File: src/rtl/mmx_pkg.sv
package mmx_pkg;
  typedef enum logic [1:0] {
    OP_UMIN = 2'b00,
    OP_UMAX = 2'b01,
    OP_SMIN = 2'b10,
    OP_SMAX = 2'b11
  } mm_op_e;

  localparam int unsigned OP_MAX_BIT = 0;
  localparam int unsigned OP_SGN_BIT = 1;

  typedef struct packed {
    logic lt;
    logic gt;
    logic eq;
  } cond_t;
endpackage

File: src/rtl/mmx_cmp.sv
module mmx_cmp #(
  parameter int unsigned W         = 64,
  parameter bit          BIAS_SIGN = 1'b1
) (
  input  logic [W-1:0] a_i,
  input  logic [W-1:0] b_i,
  input  logic         sgn_i,
  output mmx_pkg::cond_t cmp_o
);
  localparam int unsigned MSB = W - 1;

  logic a_lt_b;
  logic a_gt_b;

  generate
    if (BIAS_SIGN) begin : g_bias
      // flip sign bits so one magnitude comparator serves both orderings
      logic [W-1:0] a_k, b_k;
      always_comb begin
        a_k      = a_i;
        b_k      = b_i;
        a_k[MSB] = a_i[MSB] ^ sgn_i;
        b_k[MSB] = b_i[MSB] ^ sgn_i;
        a_lt_b   = a_k < b_k;
        a_gt_b   = a_k > b_k;
      end
    end else begin : g_dual
      always_comb begin
        if (sgn_i) begin
          a_lt_b = $signed(a_i) < $signed(b_i);
          a_gt_b = $signed(a_i) > $signed(b_i);
        end else begin
          a_lt_b = a_i < b_i;
          a_gt_b = a_i > b_i;
        end
      end
    end
  endgenerate

  always_comb begin
    cmp_o.lt = a_lt_b;
    cmp_o.gt = a_gt_b;
    cmp_o.eq = ~(a_lt_b | a_gt_b);
  end
endmodule

File: src/rtl/mmx_sel.sv
module mmx_sel #(
  parameter int unsigned W = 64
) (
  input  logic [W-1:0]   a_i,
  input  logic [W-1:0]   b_i,
  input  logic           max_i,
  input  mmx_pkg::cond_t cmp_i,
  output logic [W-1:0]   res_o,
  output logic           b_win_o
);
  always_comb begin
    // B wins only on strict ordering; a tie keeps A
    b_win_o = max_i ? cmp_i.lt : cmp_i.gt;
    res_o   = b_win_o ? b_i : a_i;
  end
endmodule

File: src/rtl/mmx_out_reg.sv
module mmx_out_reg #(
  parameter int unsigned W = 64
) (
  input  logic           clk_i,
  input  logic           rst_ni,
  input  logic           valid_i,
  input  logic           rec_i,
  input  logic [W-1:0]   res_i,
  input  logic           ov_i,
  input  mmx_pkg::cond_t cond_i,
  input  logic           sum_clr_i,
  output logic           valid_o,
  output logic [W-1:0]   res_o,
  output logic           ov_o,
  output logic [2:0]     cond_o,
  output logic           cond_vld_o,
  output logic           sum_ov_o
);
  logic           valid_q;
  logic [W-1:0]   res_q;
  logic           ov_q;
  mmx_pkg::cond_t cond_q;
  logic           cond_vld_q;
  logic           sum_q;
  logic           ov_acc;

  assign ov_acc = valid_i & ov_i;

  always_ff @(posedge clk_i or negedge rst_ni) begin
    if (!rst_ni) begin
      valid_q    <= 1'b0;
      res_q      <= '0;
      ov_q       <= 1'b0;
      cond_q     <= '0;
      cond_vld_q <= 1'b0;
      sum_q      <= 1'b0;
    end else begin
      valid_q    <= valid_i;
      cond_vld_q <= valid_i & rec_i;
      if (valid_i) begin
        res_q <= res_i;
        ov_q  <= ov_i;
        if (rec_i) cond_q <= cond_i;
      end
      // set wins over clear
      sum_q <= (sum_q & ~sum_clr_i) | ov_acc;
    end
  end

  assign valid_o    = valid_q;
  assign res_o      = res_q;
  assign ov_o       = ov_q;
  assign cond_o     = cond_q;
  assign cond_vld_o = cond_vld_q;
  assign sum_ov_o   = sum_q;

  p_cond_onehot_r5: assert property (@(posedge clk_i) disable iff (!rst_ni)
    cond_vld_o |-> ($countones(cond_o) == 1));
  p_cond_hold_r6: assert property (@(posedge clk_i) disable iff (!rst_ni)
    !cond_vld_o |-> $stable(cond_o));
  p_no_overflow_r4: assert property (@(posedge clk_i) disable iff (!rst_ni)
    (valid_o && cond_vld_o && cond_o[0]) |-> !ov_o);
  p_ov_not_eq_r3: assert property (@(posedge clk_i) disable iff (!rst_ni)
    (valid_o && cond_vld_o && ov_o) |-> !cond_o[0]);
  p_sum_set_r7: assert property (@(posedge clk_i) disable iff (!rst_ni)
    (valid_o && ov_o) |-> sum_ov_o);
  p_sum_hold_r7: assert property (@(posedge clk_i) disable iff (!rst_ni)
    (sum_ov_o && !sum_clr_i) |=> sum_ov_o);
  p_sum_clr_r8: assert property (@(posedge clk_i) disable iff (!rst_ni)
    (sum_clr_i && !(valid_i && ov_i)) |=> !sum_ov_o);
  p_cond_vld_r5: assert property (@(posedge clk_i) disable iff (!rst_ni)
    cond_vld_o |-> valid_o);
endmodule

File: src/rtl/mmx_unit.sv
module mmx_unit #(
  parameter int unsigned XLEN      = 64,
  parameter bit          BIAS_SIGN = 1'b1
) (
  input  logic            clk_i,
  input  logic            rst_ni,
  input  logic            valid_i,
  input  logic [1:0]      op_i,
  input  logic            rec_i,
  input  logic [XLEN-1:0] a_i,
  input  logic [XLEN-1:0] b_i,
  input  logic            sum_clr_i,
  output logic            valid_o,
  output logic [XLEN-1:0] res_o,
  output logic            ov_o,
  output logic [2:0]      cond_o,
  output logic            cond_vld_o,
  output logic            sum_ov_o
);
  import mmx_pkg::*;

  cond_t           cmp;
  logic [XLEN-1:0] sel_res;
  logic            b_win;

  mmx_cmp #(.W(XLEN), .BIAS_SIGN(BIAS_SIGN)) i_cmp (
    .a_i   (a_i),
    .b_i   (b_i),
    .sgn_i (op_i[OP_SGN_BIT]),
    .cmp_o (cmp)
  );

  mmx_sel #(.W(XLEN)) i_sel (
    .a_i     (a_i),
    .b_i     (b_i),
    .max_i   (op_i[OP_MAX_BIT]),
    .cmp_i   (cmp),
    .res_o   (sel_res),
    .b_win_o (b_win)
  );

  mmx_out_reg #(.W(XLEN)) i_out (
    .clk_i      (clk_i),
    .rst_ni     (rst_ni),
    .valid_i    (valid_i),
    .rec_i      (rec_i),
    .res_i      (sel_res),
    .ov_i       (b_win),
    .cond_i     (cmp),
    .sum_clr_i  (sum_clr_i),
    .valid_o    (valid_o),
    .res_o      (res_o),
    .ov_o       (ov_o),
    .cond_o     (cond_o),
    .cond_vld_o (cond_vld_o),
    .sum_ov_o   (sum_ov_o)
  );

  p_latency_r9: assert property (@(posedge clk_i) disable iff (!rst_ni)
    valid_i |=> valid_o);
  p_idle_r9: assert property (@(posedge clk_i) disable iff (!rst_ni)
    !valid_i |=> (!valid_o && !cond_vld_o));
  p_res_hold_r9: assert property (@(posedge clk_i) disable iff (!rst_ni)
    !valid_i |=> ($stable(res_o) && $stable(ov_o)));
endmodule

File: config.mk
export PLATFORM = sky130hd
export DESIGN_NAME = mmx_unit
export DESIGN_NICKNAME = d
export VERILOG_FILES = /design/src/rtl/mmx_pkg.sv /design/src/rtl/mmx_cmp.sv /design/src/rtl/mmx_sel.sv /design/src/rtl/mmx_out_reg.sv /design/src/rtl/mmx_unit.sv
export SDC_FILE = /design/constraint.sdc
export NUM_CORES = 1
export LEC_CHECK = 0
export ABC_CLOCK_PERIOD_IN_PS = 1720
export CORE_UTILIZATION = 45
export DETAILED_ROUTE_END_ITERATION = 16
export PLACE_DENSITY_LB_ADDON = 0.3
export SKIP_LAST_GASP = 1
export SLEW_MARGIN = 10
export SYNTH_ARGS = -nofsm -noshare
export SYNTH_HDL_FRONTEND = slang
export SYNTH_HIERARCHICAL = 1
export SYNTH_SLANG_ARGS = --single-unit
File: constraint.sdc
create_clock -name clk_i -period 1.72 [get_ports clk_i]
set_input_delay 0.258 -clock clk_i [delete_from_list [all_inputs] [get_ports clk_i]]
set_output_delay 0.258 -clock clk_i [all_outputs]
set_load 0.02 [all_outputs]
==> results of run 1 <==
-- state kept, by name, summed over array words and instances, names as in the netlist --
| signal | flops |
|---|---|
| i_out/cond_vld_o | 1 |
| i_out/cond_o | 3 |
| i_out/res_o | 64 |
| i_out/sum_ov_o | 1 |
| i_out/ov_o | 1 |
| i_out/valid_o | 1 |
-- per-stage QoR --
stage | TNS [ns] | util, % | instances
finish | -87.58 | 81.0 | 859
CTS | -81.75 | 81.0 | 858
global placement | -139.78 | 69.2 | 825
detailed placement | -144.64 | 69.2 | 825
global route | -93.01 | 81.0 | 859
floorplan | -79.07 | - | 464
-- layout make-up --
type,instances,area [um2],area share (%)
antenna,2,5.00,0.0562
clock buffer,11,243,2.73
inverter,70,263,2.95
sequential,71,1780,20.0
clock inverter,2,10.0,0.112
multi-input combinational,307,3950,44.4
tap,140,175,1.97
timing repair buffer,256,2470,27.8
-- critical path, cell delays in order --
cell,delay (ns)
sky130_fd_sc_hd__dlygate4sd2_1,0.26
sky130_fd_sc_hd__ha_1,0.28
sky130_fd_sc_hd__nand4_1,0.11
sky130_fd_sc_hd__buf_4,0.16
sky130_fd_sc_hd__buf_4,0.14
sky130_fd_sc_hd__nor4_4,0.33
sky130_fd_sc_hd__nand4_4,0.15
sky130_fd_sc_hd__nor4_4,0.33
sky130_fd_sc_hd__a31oi_4,0.08
sky130_fd_sc_hd__mux2i_4,0.22
sky130_fd_sc_hd__buf_6,0.13
sky130_fd_sc_hd__buf_8,0.11
sky130_fd_sc_hd__buf_16,0.15
sky130_fd_sc_hd__mux2_4,0.31
sky130_fd_sc_hd__mux2_4,0.26
-- power groups by stage --
stage	logic, W	registers, W	clock network [W]
3_5_place_dp	0.00291	0.00223	0
5_1_grt	0.00383	0.00226	0.00179
4_1_cts	0.00360	0.00222	0.00171
2_1_floorplan	0.00109	0.00264	0
3_3_place_gp	0.00284	0.00221	0
6_report	0.00363	0.00222	0.00168
-- metal layers --
metal	vias up	routed length (um)	GRT usage, %
met3	25	1210	8.13
met5	-	0	0
met1	2249	6870	33.2
li1	2151	-	-
met2	178	8890	53.2
met4	0	257	11.2
-- worst paths after layout --
path / endpoint / cells after the start / from / slack (ns)
setup / recovery: i_out/res_o[39]$_DFFE_PN0P_ / 15 / a_i[44] / -1.36
hold / removal: i_out/res_o[57]$_DFFE_PN0P_ / 3 / b_i[57] / 0.30
setup reg to reg: i_out/res_o[42]$_DFFE_PN0P_ / 1 / i_out/res_o[42]$_DFFE_PN0P_ / 0.90
hold reg to reg: i_out/res_o[13]$_DFFE_PN0P_ / 1 / i_out/res_o[13]$_DFFE_PN0P_ / 0.50
max in group asynchronous: i_out/res_o[1]$_DFFE_PN0P_ / 3 / rst_ni / 0.71
min in group asynchronous: i_out/res_o[23]$_DFFE_PN0P_ / 2 / rst_ni / 0.44
-- cells in the mapped netlist, types with 2 or more instances --
| library cell | number | area [um2] |
|---|---|---|
| sky130_fd_sc_hd__a21boi_0 | 2 | 15.0 |
| sky130_fd_sc_hd__a21o_1 | 7 | 52.6 |
| sky130_fd_sc_hd__a21oi_1 | 22 | 110 |
| sky130_fd_sc_hd__a221oi_1 | 2 | 17.5 |
| sky130_fd_sc_hd__and3_1 | 3 | 18.8 |
| sky130_fd_sc_hd__buf_2 | 4 | 20.0 |
| sky130_fd_sc_hd__buf_4 | 4 | 30.0 |
| sky130_fd_sc_hd__buf_6 | 8 | 90.1 |
| sky130_fd_sc_hd__dfrtp_1 | 71 | 1780 |
| sky130_fd_sc_hd__ha_1 | 64 | 801 |
| sky130_fd_sc_hd__inv_1 | 70 | 263 |
| sky130_fd_sc_hd__mux2_1 | 52 | 586 |
| sky130_fd_sc_hd__mux2_2 | 79 | 890 |
| sky130_fd_sc_hd__nand2_1 | 15 | 56.3 |
| sky130_fd_sc_hd__nand3_1 | 8 | 40.0 |
| sky130_fd_sc_hd__nand4_1 | 8 | 50.1 |
| sky130_fd_sc_hd__nand4_2 | 2 | 25.0 |
| sky130_fd_sc_hd__nor2_1 | 7 | 26.3 |
| sky130_fd_sc_hd__nor3_1 | 3 | 15.0 |
| sky130_fd_sc_hd__nor4_1 | 2 | 12.5 |
| sky130_fd_sc_hd__nor4_2 | 3 | 37.5 |
| sky130_fd_sc_hd__o211ai_1 | 3 | 22.5 |
| sky130_fd_sc_hd__o21a_1 | 3 | 22.5 |
| sky130_fd_sc_hd__o21ai_0 | 5 | 25.0 |
-- cell families after synthesis --
group | after synthesis
muxes | 132
DFF | 71
adders and majority gates | 64
buffers and inverters | 86
AOI/OAI and AO/OA | 52
and+or+nand+nor | 57
xor gates and xnor gates | 2
-- what timing repair did --
item / in CTS / in global routing
endpoints found under the hold margin: 32 / 0
setup buffers: 15 / 2
endpoints found under the setup margin: 69 / 69
pin swaps: 51 / 10
hold buffers: 1 / 0
gates resized for setup: 351 / 16
gates cloned: 4 / 1
==> reports/metrics.sh, run 1 <==
RUN_STATUS='finished, violations left'
VIOLATIONS='setup timing'
P_SW_SHARE_PCT=33.0
ROUTED-VIA-COUNT=4603
INITIAL_CORE_UTILIZATION_PCT=46.9
CAP_VIOL_MAX_COUNT=0
LAYOUT_COMMON_CELLS='sky130_fd_sc_hd__clkdlybuf4s50_1, sky130_fd_sc_hd__dlygate4sd2_1, sky130_fd_sc_hd__dfrtp_1'
CLOCK_INSERTION_DELAY_WORST_SKEW_NS=0.33
N_FILL_CELL=597
DP_HPWL_UM=11000
SETUP_VIOLATIONS=69
MIN_PATH_TYPE='in -> reg'
POST_DP_CELL_AREA_MM2=0.00760
CLOCKROOTBUFFER='sky130_fd_sc_hd__clkbuf_16'
POST_DRT_VIA_CELL_RATIO=5.36
CTSHTREEMAXLEVEL=3
GRT_MAX_DEGREE=38
DOMINANT_COMBINATIONAL_CELL_FAMILY_BY_AREA_AFTER_SYNTHESIS='multiplexers'
MUXSHAREOFSYNTHAREA_PCT=28.8
HOLD-WORST-SLACK_NS=0.298
TIGHTESTPINTRANSITION_NS=0.523
P_TOTAL_W=0.00753
CLKPWRFRAC_PCT=22.3
NETLIST-CELL-TYPE-COUNT=41
INITIALDRTVIOLATIONCOUNT=159
YS_SEQ_ELEMENTS=71
DIE_Y_UM=109
DP_SLACK_NS=-2.22
FINAL_ANTENNA_NET_COUNT=0
GP_CONGESTION=0.797
CELL_INTERNAL_PWR_W=0.00504
MAPPEDNETLISTAREA_MM2=0.00515
TOTAL_NUMBER_OF_NETS_IN_THE_FINAL_DESIGN=914
PERIOD_NEEDED_NS=3.08
PWR_DENSITY_CELL_mW_PER_MM2=846
DESIGN.CORE.AREA_MM2=0.0110
KIND_OF_START_POINT_OF_THE_CRITICAL_PATH='primary input'
COMB_POWER_SHARE_PCT=48.2
GRT_FIRST_PASS_WIRELENGTH_UM=26400
POSTSYNTHCELLCOUNT=464
POWER_LEAKAGE_nW=4.13
DETAIL_ROUTE.WL_PER_CELL_UM=20.0
CTS_BUFFERS=9
WORSTPATHMAXFANOUT=8
FP.DIEW_UM=109
DRT_FIRST_PASS_ITERS=4
SWITCHING_POWER_W=0.00249
SYNTH_ENABLE_FLOP_CELLS=0
PLACE.PORT_BUFFERS=205
FIN_AREA_MM2=0.00890
YOSYS_WARNINGS=6
LAYOUT-DRIVE-GT1-SHARE_PCT=43.8
FINAL_MAX_SLEW_VIOL_COUNT=0
SYN_NETS=663
GR-USAGE-ALL-LAYERS_PCT=29.7
MIN_PERIOD_OVER_PERIOD_PCT=179
SYNTHADDERAREAFRAC_PCT=15.5
CP.REQUIRED_NS=1.94
DIE_AREA_MM2=0.0119
DRCVIOLATIONCOUNT=0
FLOORPLAN.IO_PINS=206
POSTLAYOUTSETUPSLACKWORST_NS=-1.36
GLOBALROUTEOVERFLOWTOTAL=0
SHARE_SEQ_OF_TOTAL_POWER_PCT=29.5
ROW_COUNT=38
HOLD_VIOLATIONS=0
SYNTH_AREA_IN_SIMPLE_GATES_PCT=6.46
TIMING.CRITICAL_PATH.ARRIVAL_NS=3.30
WORST_SETUP_HOLD_PATH_CLK_SLEW_NS=0.06
IR_DROP_V=0.000569
ANTENNA_FOUND_INITIAL=2
CLOCK_SKEWS_NS=0
SYNTHESIS.AREA_PER_INSTANCE_UM2=11.1
MAXCLOCKFREQUENCY_GHz=0.325
SYNTH-ASYNC-RESET-RATIO_PCT=100
MAX-CLOCK-PATH-BUFFERS=2
SLEW_HEADROOM_PCT=65.1
SYNTH_COMPOUND_AREA_SHARE_PCT=6.51
CRITICAL_PATH_END_TYPE='register'
FINAL_COMMON_CELL='sky130_fd_sc_hd__clkdlybuf4s50_1'
CLOCK_TREE_FROM_TRITONCTS='built'
YS_SEQ_AREA_SHARE_PCT=34.5
SYNTH_XOR_AREA_SHARE_PCT=0.340
VIAS_IN_THE_FIRST_GLOBAL_ROUTE=5270
RSZ0062_AT_GRT='yes'
CLKSINKCOUNT=71
AREA_DELTA_SYNTH_FINAL_PCT=72.8
ROUTED_WIRELENGTH_UM=17200
WORSTSETUPPATHTYPE='in -> reg'
YOSYS_MOST_USED_DFF='sky130_fd_sc_hd__dfrtp_1'
Note: power is estimated with default switching activity, not from simulation.
==> inputs of run 2 (changes only) <==
Settings changed: GPL_TIMING_DRIVEN set to 0, SETUP_SLACK_MARGIN set to 0.4.
==> reports/metrics.sh, run 2 (synthesized netlist as in run 1, its figures left out) <==
MAX-CLOCK-PATH-BUFFERS=2
DRCVIOLATIONCOUNT=0
WORSTSETUPPATHTYPE='in -> reg'
WORST_R2R_PATH_DEPTH=1
IR_DROP_V=0.000632
MAXCLOCKFREQUENCY_GHz=0.323
FINAL_ANTENNA_NET_COUNT=0
CLKSINKCOUNT=71
CLOCKROOTBUFFER='sky130_fd_sc_hd__clkbuf_16'
CAP_VIOL_MAX_COUNT=0
SETUP.WORST_PATH.START='a_i[24]'
REGTOREGENDPOINT='i_out/res_o[62]$_DFFE_PN0P_'
PWR_DENSITY_CELL_mW_PER_MM2=903
MIN_PATH_TYPE='in -> reg'
DESIGN.CORE.AREA_MM2=0.0110
CLOCK_TREE_FROM_TRITONCTS='built'
LAYOUT-DRIVE-GT1-SHARE_PCT=50.5
VIOLATIONS='setup timing'
RSZ0062_AT_GRT='yes'
TIGHTESTPINTRANSITION_NS=0.472
TOTAL_NUMBER_OF_NETS_IN_THE_FINAL_DESIGN=924
ROW_COUNT=38
FINAL_MAX_SLEW_VIOL_COUNT=0
DP_HPWL_UM=10600
DETAIL_ROUTE.WL_PER_CELL_UM=19.8
CRITICAL_PATH_END_TYPE='register'
SLEW_HEADROOM_PCT=68.5
POST_DRT_VIA_CELL_RATIO=5.42
FLOORPLAN.IO_PINS=206
CTS_BUFFERS=9
DP_SLACK_NS=-2.45
FINAL_COMMON_CELL='sky130_fd_sc_hd__dlygate4sd2_1'
HOLD_VIOLATIONS=0
CLOCK_INSERTION_DELAY_WORST_SKEW_NS=0.32
DRT_FIRST_PASS_ITERS=4
MAX_FFS_PER_REGISTER=64
TIMING.RR.START='i_out/res_o[62]$_DFFE_PN0P_'
ROUTED_WIRELENGTH_UM=17300
POSTLAYOUTSETUPSLACKWORST_NS=-1.37
MIN_PERIOD_OVER_PERIOD_PCT=180
GRT_FIRST_PASS_WIRELENGTH_UM=24200
SETUP_VIOLATIONS=69
CTSHTREEMAXLEVEL=3
CRIT_PATH_END='i_out/res_o[33]$_DFFE_PN0P_'
WORST_SETUP_HOLD_PATH_CLK_SLEW_NS=0.06
DIE_Y_UM=109
GLOBALROUTEOVERFLOWTOTAL=0
GP_CONGESTION=0.812
LAYOUT_COMMON_CELLS='sky130_fd_sc_hd__dlygate4sd2_1, sky130_fd_sc_hd__mux2_4, sky130_fd_sc_hd__dfrtp_1'
POWER_LEAKAGE_nW=4.47
MINIMUM_SETUP_SLACK_AMONG_REG_TO_REG_PATHS_NS=0.93
ROUTED-VIA-COUNT=4718
INITIAL_CORE_UTILIZATION_PCT=46.9
FINALNONFILLERCELLS=871
FP.DIEW_UM=109
DIE_AREA_MM2=0.0119
RUN_STATUS='finished, violations left'
TIMING.CRITICAL_PATH.ARRIVAL_NS=3.30
PLACE.PORT_BUFFERS=205
PLACE.DETAILED.INSTANCES=810
AREA_DELTA_SYNTH_FINAL_PCT=74.9
GR-USAGE-ALL-LAYERS_PCT=26.5
INITIALDRTVIOLATIONCOUNT=146
PERIOD_NEEDED_NS=3.09
ANTENNA_FOUND_INITIAL=1
GRT_MAX_DEGREE=39
WORSTPATHMAXFANOUT=5
CLOCK_SKEWS_NS=0
VIAS_IN_THE_FIRST_GLOBAL_ROUTE=5020
KIND_OF_START_POINT_OF_THE_CRITICAL_PATH='primary input'
CP.REQUIRED_NS=1.92
-- run 2: cell count changes in the layout (fill, tap and decap cells not counted), moves of 8 or more --
cell                              change
sky130_fd_sc_hd__clkdlybuf4s15_1     +16
sky130_fd_sc_hd__clkdlybuf4s15_2     -11
sky130_fd_sc_hd__mux2_2               -8
sky130_fd_sc_hd__mux2_1               -9
sky130_fd_sc_hd__dlymetal6s2s_1      +14
sky130_fd_sc_hd__clkbuf_2            +37
sky130_fd_sc_hd__buf_6               +13
sky130_fd_sc_hd__mux2_4              +17
sky130_fd_sc_hd__clkdlybuf4s50_1     -73
sky130_fd_sc_hd__dlygate4sd2_1       +19
-- run 2: layout make-up --
| type | count | area (um2) |
|---|---|---|
| Multi-Input combinational cell | 307 | 4030 |
| Timing Repair Buffer | 250 | 2220 |
| Fill cell | 630 | 1970 |
| Sequential cell | 71 | 1780 |
| Inverter | 70 | 263 |
| Clock buffer | 11 | 243 |
| Buffer | 16 | 175 |
| Tap cell | 140 | 175 |
| Clock inverter | 5 | 129 |
| Antenna cell | 1 | 2.50 |
-- run 2: layer usage --
layer  vias to the layer above  track usage, %  share of wire [%]
met4                         0            7.53                2.0
li1                       2169               -                  -
met3                        29            7.05                6.1
met1                      2352            30.6                 40
met2                       168            47.7                 52
met5                         -               0                  0
-- run 2: power breakdown --
| group | switching, W | internal, W |
|---|---|---|
| Combinational | 0.00161 | 0.00194 |
| Sequential | 0.000189 | 0.00201 |
| Clock | 0.000774 | 0.00161 |
| Total | 0.00258 | 0.00556 |
-- run 2: critical path, cell delays in order --
cell	delay, ns
sky130_fd_sc_hd__dlygate4sd2_1	0.27
sky130_fd_sc_hd__ha_2	0.19
sky130_fd_sc_hd__a21oi_2	0.11
sky130_fd_sc_hd__o21a_1	0.15
sky130_fd_sc_hd__nor2_1	0.05
sky130_fd_sc_hd__o31a_1	0.34
sky130_fd_sc_hd__o41ai_4	0.43
sky130_fd_sc_hd__a31oi_1	0.16
sky130_fd_sc_hd__buf_4	0.17
sky130_fd_sc_hd__mux2i_4	0.19
sky130_fd_sc_hd__buf_6	0.13
sky130_fd_sc_hd__buf_8	0.13
sky130_fd_sc_hd__buf_8	0.14
sky130_fd_sc_hd__mux2_4	0.31
sky130_fd_sc_hd__mux2_4	0.26
-- run 2: worst min path at each step --
stage,from,endpoint,slack (ns),depth (start not counted)
after detailed placement,rst_ni,i_out/res_o[21]$_DFFE_PN0P_,0.24,1
after global routing,b_i[43],i_out/res_o[43]$_DFFE_PN0P_,0.31,3
after CTS,a_i[63],i_out/res_o[63]$_DFFE_PN0P_,0.29,3
final,b_i[43],i_out/res_o[43]$_DFFE_PN0P_,0.29,3
after floorplan,rst_ni,i_out/cond_o[0]$_DFFE_PN0P_,-0.04,0
after global placement,i_out/cond_o[1]$_DFFE_PN0P_,i_out/cond_o[1]$_DFFE_PN0P_,0.48,1
-- run 2: per-stage QoR --
| stage | util (%) | setup TNS, ns | hold slack (ns) | total power [W] | instance area (um2) |
|---|---|---|---|---|---|
| after floorplan | - | -79.07 | -0.0376 | 0.00373 | 5210 |
| after global placement | 67.7 | -310.24 | 0.481 | 0.00501 | 7440 |
| after detailed placement | 67.9 | -160.57 | 0.241 | 0.00508 | 7460 |
| after CTS | 79.1 | -86.54 | 0.293 | 0.00773 | 8690 |
| after global routing | 82.0 | -94.56 | 0.306 | 0.00847 | 9010 |
| final | 82.0 | -89.25 | 0.293 | 0.00814 | 9010 |
-- run 2: timing repair --
action                     CTS  global route
setup endpoints to repair  140            91
buffers inserted            27            12
hold endpoints to repair    33             0
pin swaps                   42            38
resized for setup          361           186
hold buffers                 1             0
cloned                       3             1
